===== config.mk =====
export PLATFORM = sky130hd
export DESIGN_NAME = cfgr_restore_top
export DESIGN_NICKNAME = d
export VERILOG_FILES = /design/src/rtl/cfgr_pkg.sv /design/src/rtl/cfgr_spi_byte.sv /design/src/rtl/cfgr_bus_wr.sv /design/src/rtl/cfgr_restore_top.sv
export SDC_FILE = /design/constraint.sdc
export NUM_CORES = 1
export LEC_CHECK = 0
export BUFFER_PORTS_ARGS = -buffer_cell sky130_fd_sc_hd__buf_2
export CELL_PAD_IN_SITES_DETAIL_PLACEMENT = 1
export CELL_PAD_IN_SITES_GLOBAL_PLACEMENT = 1
export CORE_MARGIN = 2
export CORE_UTILIZATION = 40
export DETAILED_ROUTE_END_ITERATION = 12
export PLACE_DENSITY = 0.85
export SLEW_MARGIN = 10
export SYNTH_ARGS = -nofsm -noshare
export SYNTH_HDL_FRONTEND = slang
export SYNTH_HIERARCHICAL = 1
export SYNTH_SLANG_ARGS = --single-unit

===== constraint.sdc =====
create_clock -name clk -period 1.9 [get_ports clk]
set_input_delay 0.095 -clock clk [delete_from_list [all_inputs] [get_ports clk]]
set_output_delay 0.095 -clock clk [all_outputs]
set_load 0.03 [all_outputs]

===== src/rtl/cfgr_pkg.sv =====
package cfgr_pkg;

  typedef enum logic [2:0] {
    ST_IDLE,
    ST_HDR,
    ST_DATA,
    ST_WRITE,
    ST_DONE,
    ST_ERR
  } cfgr_state_e;

  localparam logic [7:0] FLASH_READ_OP = 8'h03;
  localparam int         HDR_BYTES     = 4;

endpackage


===== src/rtl/cfgr_spi_byte.sv =====
module cfgr_spi_byte #(
  parameter int HALF = 2
) (
  input  logic       clk,
  input  logic       rst,
  input  logic       go,
  input  logic [7:0] tx,
  output logic [7:0] rx,
  output logic       done,
  output logic       sck,
  output logic       mosi,
  input  logic       miso
);
  localparam int DVW = (HALF > 1) ? $clog2(HALF) : 1;

  logic           busy;
  logic [DVW-1:0] div;
  logic [2:0]     bitn;
  logic [7:0]     sh;

  always_ff @(posedge clk) begin
    if (rst) begin
      busy <= 1'b0;
      div  <= '0;
      bitn <= '0;
      sh   <= '0;
      rx   <= '0;
      done <= 1'b0;
      sck  <= 1'b0;
      mosi <= 1'b0;
    end else begin
      done <= 1'b0;
      if (!busy) begin
        if (go) begin
          busy <= 1'b1;
          div  <= '0;
          bitn <= '0;
          sh   <= tx;
          mosi <= tx[7];
          sck  <= 1'b0;
        end
      end else if (div == DVW'(HALF - 1)) begin
        div <= '0;
        if (!sck) begin
          sck <= 1'b1;
          rx  <= {rx[6:0], miso};
        end else begin
          sck <= 1'b0;
          if (bitn == 3'd7) begin
            busy <= 1'b0;
            done <= 1'b1;
          end else begin
            bitn <= bitn + 3'd1;
            sh   <= {sh[6:0], 1'b0};
            mosi <= sh[6];
          end
        end
      end else begin
        div <= div + 1'b1;
      end
    end
  end

  AST_SCK_IDLE_LOW: assert property (@(posedge clk) disable iff (rst)
    !busy |-> !sck);
  AST_MOSI_STEADY_HIGH: assert property (@(posedge clk) disable iff (rst)
    sck |-> $stable(mosi));

endmodule


===== src/rtl/cfgr_bus_wr.sv =====
module cfgr_bus_wr #(
  parameter int AW      = 16,
  parameter int DW      = 32,
  parameter int TIMEOUT = 1024
) (
  input  logic          clk,
  input  logic          rst,
  input  logic          req,
  input  logic [AW-1:0] in_addr,
  input  logic [DW-1:0] in_data,
  input  logic          ack,
  output logic          stb,
  output logic [AW-1:0] addr,
  output logic [DW-1:0] data,
  output logic          ok,
  output logic          tout
);
  localparam int TW = $clog2(TIMEOUT + 1);

  logic [TW-1:0] tmr;

  always_ff @(posedge clk) begin
    if (rst) begin
      stb  <= 1'b0;
      addr <= '0;
      data <= '0;
      tmr  <= '0;
      ok   <= 1'b0;
      tout <= 1'b0;
    end else begin
      ok   <= 1'b0;
      tout <= 1'b0;
      if (!stb) begin
        if (req) begin
          stb  <= 1'b1;
          addr <= in_addr;
          data <= in_data;
          tmr  <= '0;
        end
      end else if (ack) begin
        stb <= 1'b0;
        ok  <= 1'b1;
      end else if (tmr == TW'(TIMEOUT - 1)) begin
        stb  <= 1'b0;
        tout <= 1'b1;
      end else begin
        tmr <= tmr + 1'b1;
      end
    end
  end

  AST_STB_HOLD: assert property (@(posedge clk) disable iff (rst)
    (stb && !ack && tmr != TW'(TIMEOUT - 1)) |=> (stb && $stable(addr) && $stable(data)));
  AST_ONE_OUTCOME: assert property (@(posedge clk) disable iff (rst)
    !(ok && tout));

endmodule


===== src/rtl/cfgr_restore_top.sv =====
module cfgr_restore_top #(
  parameter logic [23:0] FLASH_BASE  = 24'h3F0000,
  parameter int          SCK_HALF    = 2,
  parameter int          ACK_TIMEOUT = 1024,
  parameter int          MAX_ENTRIES = 256,
  parameter int          ADDR_W      = 16,
  parameter int          DATA_W      = 32,
  parameter int          CNT_W       = $clog2(MAX_ENTRIES + 1)
) (
  input  logic              clk,
  input  logic              rst,
  input  logic              start,
  output logic              spi_sck,
  output logic              spi_cs_n,
  output logic              spi_mosi,
  input  logic              spi_miso,
  output logic [ADDR_W-1:0] bus_addr,
  output logic [DATA_W-1:0] bus_wdata,
  output logic              bus_stb,
  input  logic              bus_ack,
  output logic              restore_done,
  output logic              restore_err,
  output logic [CNT_W-1:0]  skip_count
);
  import cfgr_pkg::*;

  localparam int ENT_W     = ADDR_W + DATA_W;
  localparam int ENT_BYTES = ENT_W / 8;
  localparam int IDX_W     = $clog2(ENT_BYTES + 1);
  localparam logic [ADDR_W-1:0] USER_MIN = ADDR_W'(1) << (ADDR_W - 1);
  localparam logic [ADDR_W-1:0] END_MARK = {ADDR_W{1'b1}};

  cfgr_state_e       state;
  logic [IDX_W-1:0]  idx;
  logic              wait_b;
  logic [ENT_W-1:0]  ent_buf;
  logic [ENT_W-1:0]  ent_next;
  logic [ADDR_W-1:0] addr_next;
  logic [CNT_W-1:0]  ent_cnt;
  logic              wr_req;
  logic              last_ent;

  logic       byte_go;
  logic [7:0] byte_tx;
  logic [7:0] byte_rx;
  logic       byte_done;
  logic       wr_ok;
  logic       wr_tout;

  always_comb begin
    byte_go   = (state == ST_HDR || state == ST_DATA) && !wait_b;
    ent_next  = {ent_buf[ENT_W-9:0], byte_rx};
    addr_next = ent_next[ENT_W-1 -: ADDR_W];
    last_ent  = (ent_cnt == CNT_W'(MAX_ENTRIES - 1));
    case (idx)
      IDX_W'(0): byte_tx = FLASH_READ_OP;
      IDX_W'(1): byte_tx = FLASH_BASE[23:16];
      IDX_W'(2): byte_tx = FLASH_BASE[15:8];
      default:   byte_tx = FLASH_BASE[7:0];
    endcase
    if (state == ST_DATA) byte_tx = 8'h00;
  end

  cfgr_spi_byte #(.HALF(SCK_HALF)) u_spi (
    .clk  (clk),
    .rst  (rst),
    .go   (byte_go),
    .tx   (byte_tx),
    .rx   (byte_rx),
    .done (byte_done),
    .sck  (spi_sck),
    .mosi (spi_mosi),
    .miso (spi_miso)
  );

  cfgr_bus_wr #(.AW(ADDR_W), .DW(DATA_W), .TIMEOUT(ACK_TIMEOUT)) u_wr (
    .clk     (clk),
    .rst     (rst),
    .req     (wr_req),
    .in_addr (ent_buf[ENT_W-1 -: ADDR_W]),
    .in_data (ent_buf[DATA_W-1:0]),
    .ack     (bus_ack),
    .stb     (bus_stb),
    .addr    (bus_addr),
    .data    (bus_wdata),
    .ok      (wr_ok),
    .tout    (wr_tout)
  );

  always_ff @(posedge clk) begin
    if (rst) begin
      state        <= ST_IDLE;
      idx          <= '0;
      wait_b       <= 1'b0;
      ent_buf      <= '0;
      ent_cnt      <= '0;
      wr_req       <= 1'b0;
      spi_cs_n     <= 1'b1;
      restore_done <= 1'b0;
      restore_err  <= 1'b0;
      skip_count   <= '0;
    end else begin
      wr_req <= 1'b0;
      if (byte_go) wait_b <= 1'b1;
      case (state)
        ST_IDLE, ST_DONE, ST_ERR: begin
          if (start) begin
            state        <= ST_HDR;
            spi_cs_n     <= 1'b0;
            idx          <= '0;
            wait_b       <= 1'b0;
            ent_cnt      <= '0;
            skip_count   <= '0;
            restore_done <= 1'b0;
            restore_err  <= 1'b0;
          end
        end
        ST_HDR: begin
          if (byte_done) begin
            wait_b <= 1'b0;
            if (idx == IDX_W'(HDR_BYTES - 1)) begin
              idx   <= '0;
              state <= ST_DATA;
            end else begin
              idx <= idx + 1'b1;
            end
          end
        end
        ST_DATA: begin
          if (byte_done) begin
            wait_b  <= 1'b0;
            ent_buf <= ent_next;
            if (idx == IDX_W'(ENT_BYTES - 1)) begin
              idx <= '0;
              if (addr_next == END_MARK) begin
                state        <= ST_DONE;
                spi_cs_n     <= 1'b1;
                restore_done <= 1'b1;
              end else if (addr_next < USER_MIN) begin
                skip_count <= skip_count + 1'b1;
                ent_cnt    <= ent_cnt + 1'b1;
                if (last_ent) begin
                  state        <= ST_DONE;
                  spi_cs_n     <= 1'b1;
                  restore_done <= 1'b1;
                end
              end else begin
                wr_req <= 1'b1;
                state  <= ST_WRITE;
              end
            end else begin
              idx <= idx + 1'b1;
            end
          end
        end
        ST_WRITE: begin
          if (wr_ok) begin
            ent_cnt <= ent_cnt + 1'b1;
            if (last_ent) begin
              state        <= ST_DONE;
              spi_cs_n     <= 1'b1;
              restore_done <= 1'b1;
            end else begin
              state <= ST_DATA;
            end
          end else if (wr_tout) begin
            state       <= ST_ERR;
            spi_cs_n    <= 1'b1;
            restore_err <= 1'b1;
          end
        end
        default: state <= ST_IDLE;
      endcase
    end
  end

  AST_USER_ONLY: assert property (@(posedge clk) disable iff (rst)
    bus_stb |-> (bus_addr >= USER_MIN));
  AST_SKIP_STEP: assert property (@(posedge clk) disable iff (rst)
    (skip_count != $past(skip_count)) |-> (skip_count == $past(skip_count) + 1'b1 || skip_count == '0));
  AST_DONE_RELEASES_CS: assert property (@(posedge clk) disable iff (rst)
    restore_done |-> spi_cs_n);
  AST_ERR_QUIET: assert property (@(posedge clk) disable iff (rst)
    restore_err |-> (spi_cs_n && !bus_stb));
  AST_SKIP_CAP: assert property (@(posedge clk) disable iff (rst)
    skip_count <= CNT_W'(MAX_ENTRIES));
  AST_FLAGS_EXCL: assert property (@(posedge clk) disable iff (rst)
    !(restore_done && restore_err));
  AST_CS_SCK_IDLE: assert property (@(posedge clk) disable iff (rst)
    spi_cs_n |-> !spi_sck);

endmodule


== Word-level counts from Yosys, hierarchy flattened ==
Cells that the tools add are included.

* Register bits after elaboration: 162
* Input port bits: 5
* Output and inout port bits: 63
* Word-level logic and storage cells: 190

* $add $sub $neg: 6
* Magnitude comparators: 1
* Equal/unequal tests: 30
* Multiplexer cells: 92
* Bitwise logic cells: 7
* Reductions and logical operators: 30

{| class="wikitable"
|+ Operator list
! cell !! count
|-
| $mux 9 || 10
|-
| $mux 3 || 21
|-
| $mux 11 || 4
|-
| $mux 1 || 42
|-
| $mux 7 || 5
|-
| $pmux 9 s3 || 1
|-
| $add 9x1->9 const B || 2
|-
| $pmux 9 s2 || 1
|-
| $reduce_and 6->1 || 3
|-
| $eq 16x16->1 const B || 1
|-
| $lt 16x16->1 const B || 1
|-
| $ne 2x1->1 const B || 8
|-
| $ne 2x2->1 const B || 7
|-
| $reduce_and 7->1 || 2
|-
| $eq 3x3->1 const B || 4
|-
| $pmux 3 s4 || 1
|-
| $pmux 6 s2 || 1
|-
| $reduce_and 4->1 || 3
|-
| $add 11x1->11 const B || 1
|-
| $eq 11x10->1 const B || 1
|-
| $eq 3x2->1 const B || 3
|-
| $eq 9x8->1 const B || 1
|-
| $pmux 3 s3 || 1
|-
| $reduce_bool 2->1 || 4
|-
| 20 further kinds || 38
|}

== Depth between registers and ports, before layout ==
Gate-level depths: netlist of the first run.

* Word-level depth: 7
* Mapped depth: 9
* Mapped depth without buffers: 9

== Hierarchy ==
Netlist of the first run, hierarchy kept.

{| class="wikitable"
|+ By module, submodules not included
! module !! instances !! cells each !! area each (sq um) !! seq. area each (sq um)
|-
| cfgr_restore_top || 1 || 426 || 3,444.6 || 1,541.5
|-
| cfgr_bus_wr || 1 || 288 || 2,362.3 || 1,241.2
|-
| cfgr_spi_byte || 1 || 95 || 975.9 || 460.4
|}

== Worst setup path after synthesis of the first run ==
OpenSTA, ideal clock, no wires.

* Kind: reg2reg
* From: reg ent_cnt[0]
* To: reg state[2]
* Library setup time: 0.117 ns
* Data arrival time: 1.692 ns
* Data required time: 1.783 ns
* Setup slack: 0.091 ns
* Cell stages (with the launch flop): 9
* Buffers on the path: 0
* Clock period less this slack: 1.809 ns
* Cell sequence: dfxtp_1 > ha_1 > nand2_1 > nor2_1 > and3_1 > ha_1 > or3_1 > o311a_1 > a32o_1

* Longest elaborated chain between the ends: 4
* Elaborated cells on any way between the ends: 6
* Classes of those cells: eq/ne: 2; mux: 3; reduce/logical: 1

{| class="wikitable"
|+ RTL lines
! element !! line !! RTL
|-
| from (decl) || cfgr_restore_top.sv:39 || <nowiki>logic [CNT_W-1:0] ent_cnt;</nowiki>
|-
| from (signal assigned) || cfgr_restore_top.sv:141 || <nowiki>ent_cnt <= ent_cnt + 1'b1;</nowiki>
|-
| from (signal assigned) || cfgr_restore_top.sv:158 || <nowiki>ent_cnt <= ent_cnt + 1'b1;</nowiki>
|-
| $eq 9x8->1 (*) || cfgr_restore_top.sv:54 || <nowiki>last_ent = (ent_cnt == CNT_W'(MAX_ENTRIES - 1));</nowiki>
|-
| $mux 3 || cfgr_restore_top.sv:159 || <nowiki>if (last_ent) begin</nowiki>
|-
| $mux 3 || cfgr_restore_top.sv:157 || <nowiki>if (wr_ok) begin</nowiki>
|-
| $pmux 3 s4 || cfgr_restore_top.sv:105 || <nowiki>case (state)</nowiki>
|-
| to (signal assigned) || cfgr_restore_top.sv:108 || <nowiki>state <= ST_HDR;</nowiki>
|-
| to (signal assigned) || cfgr_restore_top.sv:160 || <nowiki>state <= ST_DONE;</nowiki>
|-
| to (signal assigned) || cfgr_restore_top.sv:164 || <nowiki>state <= ST_DATA;</nowiki>
|-
| to (decl) || cfgr_restore_top.sv:33 || <nowiki>cfgr_state_e state;</nowiki>
|}

Mark *: on every way between the ends. The rest lies on a longest branch, timed or not.
A chain may end at the register's enable or synchronous reset.

== Worst setup path after layout of the first run ==
Same ends and word-level chain as after synthesis.

==> flow_summary.ini, run 1 <==
[synth]
synth.distinct_cells = 68
synth_compound_area_share_pct = 15.8
synth_simple_gate_area_share_pct = 25.5
synthMuxAreaShare_pct = 2.66
synth-seq-area-share_pct = 47.8
synth_edf_count = 0
synth_fa_ha_area_share_pct = 1.84
synth-async-reset-ratio_pct = 0
syn_inst = 809
synth_top_family_by_area = simple AND/OR/NAND/NOR gates
synth-seq-cells = 162
synth-xor-area-share_pct = 1.68
synth_ff_type = dfxtp_1
ys_warn_count = 6
syn_area_mm2 = 0.00678
syn_area_per_cell_um2 = 8.38

[run_status]
outcome = completed

[cells_and_area]
final_cells = 1119
final_layout_size_suffix_gt1_share_pct = 20.6
nFillCells = 2038
nets = 901
syn_to_final_growth_pct = 20.3
antenna_cells = 0
post-route-util_pct = 49.2

[placement]
dp_slack_ns = -0.0934
hpwl_um = 12100
gp_congestion = 0.800
io_buffers = 67
dpl.cell_count = 1084

[routing]
ant_nets = 0
viasPerCell = 5.29
drt_iter0_markers = 344
drc = 0
drt-total-wl_um = 18100
first_pass_iters = 4
avgRoutedWirePerCell_um = 16.2
vias = 5925

[sta]
finalHoldViolCount = 0
fmax_ghz = 0.528
skew_ns = 0.0135
setup_violations = 0
slew_violations = 0
fin_ws_ns = 0.00437
slew_headroom_pct = 61.9
tightest_slew_ns = 0.570
post-route-min-period_ns = 1.90
holdWs_ns = 0.380
post-route-period-util_pct = 99.8
rsz0062_at_grt = true

[power]
p_per_area_mw_per_mm2 = 1030
leakage_nw = 3.03
switching_share_pct = 28.3
switchingPower_mw = 2.37
peakVddDrop_uv = 676
power_frac_clock_pct = 39.8
p_int_mw = 6.01
pwr-share-seq_pct = 44.0
power_mw = 8.39
p_comb_share_pct = 16.2

[cts]
path_clk_slew_ns = 0.07
worst_skew_pair.late_latency_ns = 0.44
cts_sinks = 162
cts_root_buf = clkbuf_16
cts_tree = built
numCtsBuffers = 17
h-tree-depth = 4
cts_max_path_buffers = 2
post-cts-setup-buffers = 0

[worst_setup_path]
endpoint_kind = flip-flop
crit_start = ent_cnt[0]
setup.worst_path.class = flip-flop to flip-flop
rr_worst_depth = 9
worstPathArrival_ns = 2.20
r2r_slack_ns = 0.004
crit_end = state[2]
r2r_end = state[2]
worst_ep_required_time_ns = 2.21
cp_max_fo = 4
cp-start-kind = flip-flop
r2r_start = ent_cnt[0]

[die]
dieHeight_um = 134
chipWidth_um = 134
io_pins = 68
rows = 47
die-area_mm2 = 0.0180
core_mm2 = 0.0166
start_util_pct = 40.9

[grt]
grtUsageTotal_pct = 20.7
grt_antenna_before_repair = 0
grt_max_degree = 55
grt.overflow.total = 0
grt_pass1_wl_um = 30200
grt_pass1_vias = 6173

[min_path]
worstHoldPathType = primary input to flip-flop

[flow_run]
max_cap_viol_count = 0
per-stage QoR:
stage               instance area, um^2  TNS (ns)
finish                             8160         0
global route                       8160    -0.123
CTS                                8110         0
detailed placement                 7480    -0.230
global placement                   7480         0
floorplan                          6790         0
area by class of cell:
| class | instances | area [um^2] | area share [%] |
|---|---|---|---|
| Multi-Input combinational cell | 583 | 3300 | 40.4 |
| Clock inverter | 10 | 103 | 1.26 |
| Timing Repair Buffer | 111 | 713 | 8.74 |
| Tap cell | 220 | 275 | 3.37 |
| Sequential cell | 162 | 3250 | 39.9 |
| Clock buffer | 22 | 474 | 5.81 |
| Inverter | 11 | 41.3 | 0.506 |
synth_stat cells (all sizes together) (3+ instances only):
cell | instances | area, um^2
a211oi | 7 | 87.6
a21o | 4 | 30.0
a21oi | 124 | 621
a31oi | 6 | 37.5
a32o | 3 | 30.0
and3 | 5 | 32.5
buf | 26 | 163
clkbuf | 28 | 115
dfxtp | 162 | 3240
ha | 10 | 125
inv | 11 | 41.3
mux2i | 18 | 180
nand2 | 215 | 817
nand2b | 5 | 31.3
nand3 | 23 | 115
nand3b | 4 | 30.0
nand4 | 9 | 71.3
nand4b | 3 | 26.3
nor2 | 43 | 164
nor2b | 6 | 45.0
nor3 | 15 | 75.1
nor3b | 4 | 41.3
nor4 | 5 | 46.3
nor4b | 3 | 38.8
o211ai | 4 | 30.0
o21ai | 10 | 50.1
or2 | 4 | 25.0
or3 | 10 | 66.3
xnor2 | 8 | 70.1
xor2 | 5 | 43.8
worst min-delay path by stage:
stage / cells after the start / slack (ns) / end / from
detailed placement: 3 / 0.34 / u_spi/rx[0] / spi_miso
floorplan: 1 / 0.16 / u_spi/sh[1] / rst
global route: 6 / 0.42 / wait_b / start
finish: 6 / 0.38 / wait_b / start
CTS: 6 / 0.33 / wait_b / start
global placement: 3 / 0.33 / u_spi/rx[0] / spi_miso
cells by family after synthesis:
logic type | Yosys count
flip-flops | 162
multiplexers | 18
other | 1
adder cells (fa/ha/maj) | 10
AND/OR/NAND/NOR | 366
XOR/XNOR | 13
buffers and inverters | 65
AO/OA/AOI/OAI | 174
flip-flops by register name (all words and copies together) (netlist names), 3 cells and up:
signal / count
ent_buf: 48
ent_cnt: 9
idx: 3
skip_count: 9
state: 3
u_spi/bitn: 3
u_spi/rx: 8
u_spi/sh: 7
u_wr/addr: 16
u_wr/data: 32
u_wr/tmr: 11
cell usage in the layout (no fill, tap or decap), drive strengths merged, types with 8 or more instances in the layout:
cell and n:
nand2 215, dfxtp 162, a21oi 124, buf 108
nor2 43, nand3 23, clkbuf 22, mux2i 18
nor3 15, inv 12, o21ai 10, ha 10
or3 10, nand4 9, xnor2 8
metal layers:
metal	wire length [um]	part of all wire [%]	vias up	global-route usage, %
met3	562	3.1	21	4.80
met5	0	0	-	0
met4	238	1.3	0	7.37
met1	8070	45	2895	25.1
li1	-	-	2918	-
met2	9210	51	91	36.1
timing repair:
item / 4_1_cts / 5_1_grt
hold buffers: 3 / 0
pin swaps: 1 / 0
setup endpoints to repair: 6 / 20
endpoints found under the hold margin: 7 / 0
gates resized for setup: 7 / 15
worst max-delay path, stage by stage (launching register included):
cell and delay [ns]:
dfxtp_2 0.35, ha_4 0.14, nand2_2 0.05, nor2_2 0.13, and3_4 0.20, ha_4 0.15
nor3_1 0.05, a21o_1 0.20, o31a_1 0.28, a32o_1 0.23
power groups by stage:
stage	registers [mW]	logic [mW]	clock network [mW]
after floorplan	3.75	0.982	0
after global routing	3.72	1.49	3.55
after CTS	3.69	1.34	3.42
final	3.69	1.36	3.34
after detailed placement	3.76	1.31	0
after global placement	3.75	1.26	0
No activity file was read; power rests on OpenSTA's default activity.
==> run 2: changes to the inputs <==
--- a/config.mk
+++ b/config.mk
@@ -11,7 +11,7 @@
 export CORE_MARGIN = 2
 export CORE_UTILIZATION = 40
 export DETAILED_ROUTE_END_ITERATION = 12
-export PLACE_DENSITY = 0.85
+export PLACE_DENSITY_LB_ADDON = 0.15
 export SLEW_MARGIN = 10
 export SYNTH_ARGS = -nofsm -noshare
 export SYNTH_HDL_FRONTEND = slang
==> flow_summary.ini, run 2 (synthesis gave the netlist of run 1 again) <==
[routing]
drt-total-wl_um = 17400
vias = 5861
viasPerCell = 5.25
drc = 0
drt_iter0_markers = 265
avgRoutedWirePerCell_um = 15.6
first_pass_iters = 4
ant_nets = 0

[sta]
slew_headroom_pct = 62.2
tightest_slew_ns = 0.565
post-route-min-period_ns = 1.85
slew_violations = 0
fin_ws_ns = 0.0472
rsz0062_at_grt = true
finalHoldViolCount = 0
skew_ns = 0.00925
post-route-period-util_pct = 97.5
setup_violations = 0
fmax_ghz = 0.540

[cells_and_area]
antenna_cells = 0
final_common_cell = nand2_1
syn_to_final_growth_pct = 19.5
layout_common_cells = nand2_1, dfxtp_1, a21oi_1
largest_reg_flops = 48
final_layout_size_suffix_gt1_share_pct = 21.2
stdcell_area_mm2 = 0.00811
largest_register = ent_buf
nFillCells = 2024
nets = 898
top_regs = ent_buf x48, u_wr/data x32, u_wr/addr x16

[placement]
place_area_mm2 = 0.00745
io_buffers = 67
gp_congestion = 0.848
hpwl_um = 12000
dp_slack_ns = 0.00620

[die]
start_util_pct = 40.9
core_mm2 = 0.0166
chipWidth_um = 134
die-area_mm2 = 0.0180
rows = 47
io_pins = 68
dieHeight_um = 134

[power]
pwr-share-seq_pct = 44.7
switchingPower_mw = 2.39
leakage_nw = 3.01
switching_share_pct = 29.0
power_frac_clock_pct = 38.7
p_comb_share_pct = 16.6
p_per_area_mw_per_mm2 = 1020
peakVddDrop_uv = 647
p_int_mw = 5.85

[flow_run]
max_cap_viol_count = 0

[cts]
cts_max_path_buffers = 2
h-tree-depth = 4
cts_tree = built
path_clk_slew_ns = 0.06
cts_sinks = 162
numCtsBuffers = 17
worst_skew_pair.late_latency_ns = 0.42
cts_root_buf = clkbuf_16

[worst_setup_path]
max_stage_delay_ns = 0.35
endpoint_kind = flip-flop
cp-start-kind = flip-flop
cp_max_fo = 3
path_cells = ha_4, nand2_2, nor2_2, and3_1, ha_2, nor3_1, a21o_1, o31a_1, a32o_1
setup.worst_path.class = flip-flop to flip-flop
worstPathArrival_ns = 2.16
worst_ep_required_time_ns = 2.21
crit_slowest_cell = dfxtp_2

[min_path]
worstHoldPathType = primary input to flip-flop

[grt]
grt_pass1_vias = 6031
grt_antenna_before_repair = 0
grt_pass1_wl_um = 29100
grt.overflow.total = 0
grt_max_degree = 49
grtUsageTotal_pct = 19.9

[run_status]
outcome = completed
## run 2: what timing repair did
| item | 4_1_cts | 5_1_grt |
|---|---|---|
| hold buffers | 2 | 0 |
| gates resized for setup | 5 | 23 |
| buffers inserted | 0 | 1 |
| pin swaps | 0 | 7 |
| setup endpoints to repair | 4 | 30 |
| hold endpoints to repair | 2 | 0 |
## run 2: per-stage QoR
| stage | total power [mW] | TNS (ns) | util, % | instances | hold slack (ns) |
|---|---|---|---|---|---|
| 4_1_cts | 8.32 | 0 | 48.4 | 1115 | 0.122 |
| 6_report | 8.23 | 0 | 48.9 | 1116 | 0.125 |
| 3_5_place_dp | 5.10 | 0 | 45.0 | 1081 | 0.352 |
| 3_3_place_gp | 5.01 | 0 | 45.0 | 1081 | 0.329 |
| 5_1_grt | 8.65 | -0.0801 | 48.9 | 1116 | 0.154 |
| 2_1_floorplan | 4.73 | 0 | - | 810 | 0.160 |
## run 2: path summary, 6_finish.rpt
check                           slack, ns  cells after the start           from            end
worst min register to register       0.45                      2  u_wr/data[10]  u_wr/data[10]
worst max-delay path                 0.05                      9     ent_cnt[0]       state[2]
worst min-delay path                 0.13                      2            rst      u_spi/div
worst max register to register       0.05                      9     ent_cnt[0]       state[2]
## run 2: critical path, delay by kind of cell (launching register included)
family          cells  cell delay [ns]
fa+ha+maj           2             0.34
flops               1             0.35
simple gates        4             0.36
compound gates      3             0.69
## run 2: power by group through the flow
stage	Sequential, mW	Combinational (mW)	Clock [mW]
2_1_floorplan	3.75	0.982	0
3_3_place_gp	3.74	1.27	0
3_5_place_dp	3.75	1.34	0
4_1_cts	3.68	1.35	3.29
5_1_grt	3.71	1.51	3.43
6_report	3.68	1.36	3.19
## run 2: layer usage
metal | track usage, % | part of all wire, % | up-vias
met3 | 3.97 | 2.3 | 16
li1 | - | - | 2911
met2 | 34.5 | 50 | 68
met1 | 24.6 | 47 | 2866
met5 | 0 | 0 | -
met4 | 6.73 | 1.3 | 0
## run 2: final cells by class
cell class	instances	area (um^2)	share of cell area, %
multi-input cells	583	3300	40.7
flip-flops and latches	162	3260	40.2
repair buffers	108	688	8.49
clock buffers	19	443	5.46
well taps	220	275	3.40
clock inverters	13	103	1.27
inverters	11	41.3	0.509
==> run 3: changes to the inputs <==
--- a/config.mk
+++ b/config.mk
@@ -5,11 +5,12 @@
 export SDC_FILE = /design/constraint.sdc
 export NUM_CORES = 1
 export LEC_CHECK = 0
+export ABC_CLOCK_PERIOD_IN_PS = 2200
 export BUFFER_PORTS_ARGS = -buffer_cell sky130_fd_sc_hd__buf_2
 export CELL_PAD_IN_SITES_DETAIL_PLACEMENT = 1
 export CELL_PAD_IN_SITES_GLOBAL_PLACEMENT = 1
 export CORE_MARGIN = 2
-export CORE_UTILIZATION = 40
+export CORE_UTILIZATION = 48
 export DETAILED_ROUTE_END_ITERATION = 12
 export PLACE_DENSITY_LB_ADDON = 0.15
 export SLEW_MARGIN = 10
==> constraint.sdc (replaced) <==
create_clock -name clk -period 2.2 [get_ports clk]
set_input_delay 0.11 -clock clk [delete_from_list [all_inputs] [get_ports clk]]
set_output_delay 0.11 -clock clk [all_outputs]
set_load 0.03 [all_outputs]
==> flow_summary.ini, run 3 (synthesis gave the netlist of run 1 again) <==
[power]
p_comb_share_pct = 14.8
switchingPower_mw = 1.97
p_int_mw = 5.35
leakage_nw = 2.95
power_frac_clock_pct = 41.6
peakVddDrop_uv = 565
power_mw = 7.32
switching_share_pct = 26.9
p_per_area_mw_per_mm2 = 922
pwr-share-seq_pct = 43.6

[routing]
drc = 0
avgRoutedWirePerCell_um = 16.5
viasPerCell = 5.59
drt_iter0_markers = 309
vias = 5899
drt-total-wl_um = 17400
ant_nets = 0
first_pass_iters = 5

[grt]
grt_max_degree = 67
grt_pass1_wl_um = 29100
grtUsageTotal_pct = 24.1
grt_antenna_before_repair = 0
grt.overflow.total = 0
grt_pass1_vias = 5958

[die]
start_util_pct = 49.1
chipWidth_um = 123
dieHeight_um = 123
io_pins = 68
core_mm2 = 0.0138
die-area_mm2 = 0.0151
rows = 43

[sta]
skew_ns = 0.00639
slew_headroom_pct = 62.2
fin_ws_ns = 0.130
setup_tns_ns = 0
fmax_ghz = 0.483
slew_violations = 0
post-route-min-period_ns = 2.07
setup_violations = 0
tightest_slew_ns = 0.566
holdWs_ns = 0.120
rsz0062_at_grt = false
finalHoldViolCount = 0
post-route-period-util_pct = 94.1

[run_status]
outcome = completed

[cells_and_area]
nets = 879
largest_reg_flops = 48
antenna_cells = 0
largest_register = ent_buf
layout_common_cells = nand2_1, dfxtp_1, a21oi_1
nFillCells = 1692
syn_to_final_growth_pct = 17.0
final_cells = 1056
top_regs = ent_buf x48, u_wr/data x32, u_wr/addr x16
final_common_cell = nand2_1
final_layout_size_suffix_gt1_share_pct = 16.9

[worst_setup_path]
cp_max_fo = 5
setup.worst_path.class = flip-flop to flip-flop
crit_start = ent_cnt[0]
cp-start-kind = flip-flop
r2r_start = ent_cnt[0]
endpoint_kind = flip-flop
worstPathArrival_ns = 2.38
worst_ep_required_time_ns = 2.51

[cts]
post-cts-setup-buffers = 0
cts_max_path_buffers = 2
cts_root_buf = clkbuf_16
path_clk_slew_ns = 0.06
cts_tree = built
numCtsBuffers = 17
h-tree-depth = 4
worst_skew_pair.late_latency_ns = 0.42
cts_sinks = 162

[min_path]
hold_start = rst
worstHoldPathType = primary input to flip-flop

[placement]
gp_congestion = 0.853
dpl.cell_count = 1023
io_buffers = 67
dp_slack_ns = 0.135
hpwl_um = 11400

[flow_run]
max_cap_viol_count = 0
## run 3: repair_timing
action	4_1_cts	5_1_grt
resized for setup	0	1
setup endpoints to repair	0	1
hold buffers	2	0
endpoints found under the hold margin	2	0
## run 3: metal layers
layer | GRT usage, % | wire length, um | share of wire, % | vias to the layer above
met3 | 4.23 | 544 | 3.1 | 21
li1 | - | - | - | 2877
met4 | 9.12 | 229 | 1.3 | 0
met2 | 40.7 | 8710 | 50 | 92
met5 | 0 | 0 | 0 | -
met1 | 30.7 | 7920 | 46 | 2909
## run 3: layout make-up
type / instances / area [um^2] / area share [%]
Clock inverter: 10 / 149 / 1.88
Inverter: 11 / 41.3 / 0.520
Tap cell: 180 / 225 / 2.84
Timing Repair Buffer: 89 / 583 / 7.35
Sequential cell: 162 / 3240 / 40.9
Clock buffer: 21 / 460 / 5.80
Multi-Input combinational cell: 583 / 3230 / 40.7
## run 3: path summary, 6_finish.rpt
| path | slack (ns) | endpoint | cells after the start |
|---|---|---|---|
| setup / recovery | 0.13 | state[2] | 9 |
| hold / removal | 0.12 | skip_count[0] | 2 |
| setup reg to reg | 0.13 | state[2] | 9 |
| hold reg to reg | 0.45 | u_wr/addr[6] | 2 |
## run 3: metrics by stage
| stage | area, um^2 | util, % |
|---|---|---|
| after floorplan | 6790 | - |
| after global placement | 7310 | 52.8 |
| after detailed placement | 7310 | 52.8 |
| after CTS | 7940 | 57.4 |
| after global routing | 7940 | 57.4 |
| final | 7940 | 57.4 |
## run 3: power groups by stage
stage / combinational (mW) / sequential (mW) / clock (mW)
3_3_place_gp: 1.02 / 3.24 / 0
5_1_grt: 1.20 / 3.21 / 3.22
4_1_cts: 1.09 / 3.19 / 3.10
2_1_floorplan: 0.848 / 3.23 / 0
6_report: 1.08 / 3.19 / 3.04
3_5_place_dp: 1.08 / 3.25 / 0
## run 3: critical path, cell delays in order (launching register included)
cell	delay [ns]
dfxtp_1	0.36
ha_1	0.21
nand2_1	0.06
nor2_1	0.15
and3_1	0.18
ha_1	0.25
nor3_1	0.07
a21o_1	0.20
o31a_1	0.28
a32o_1	0.21
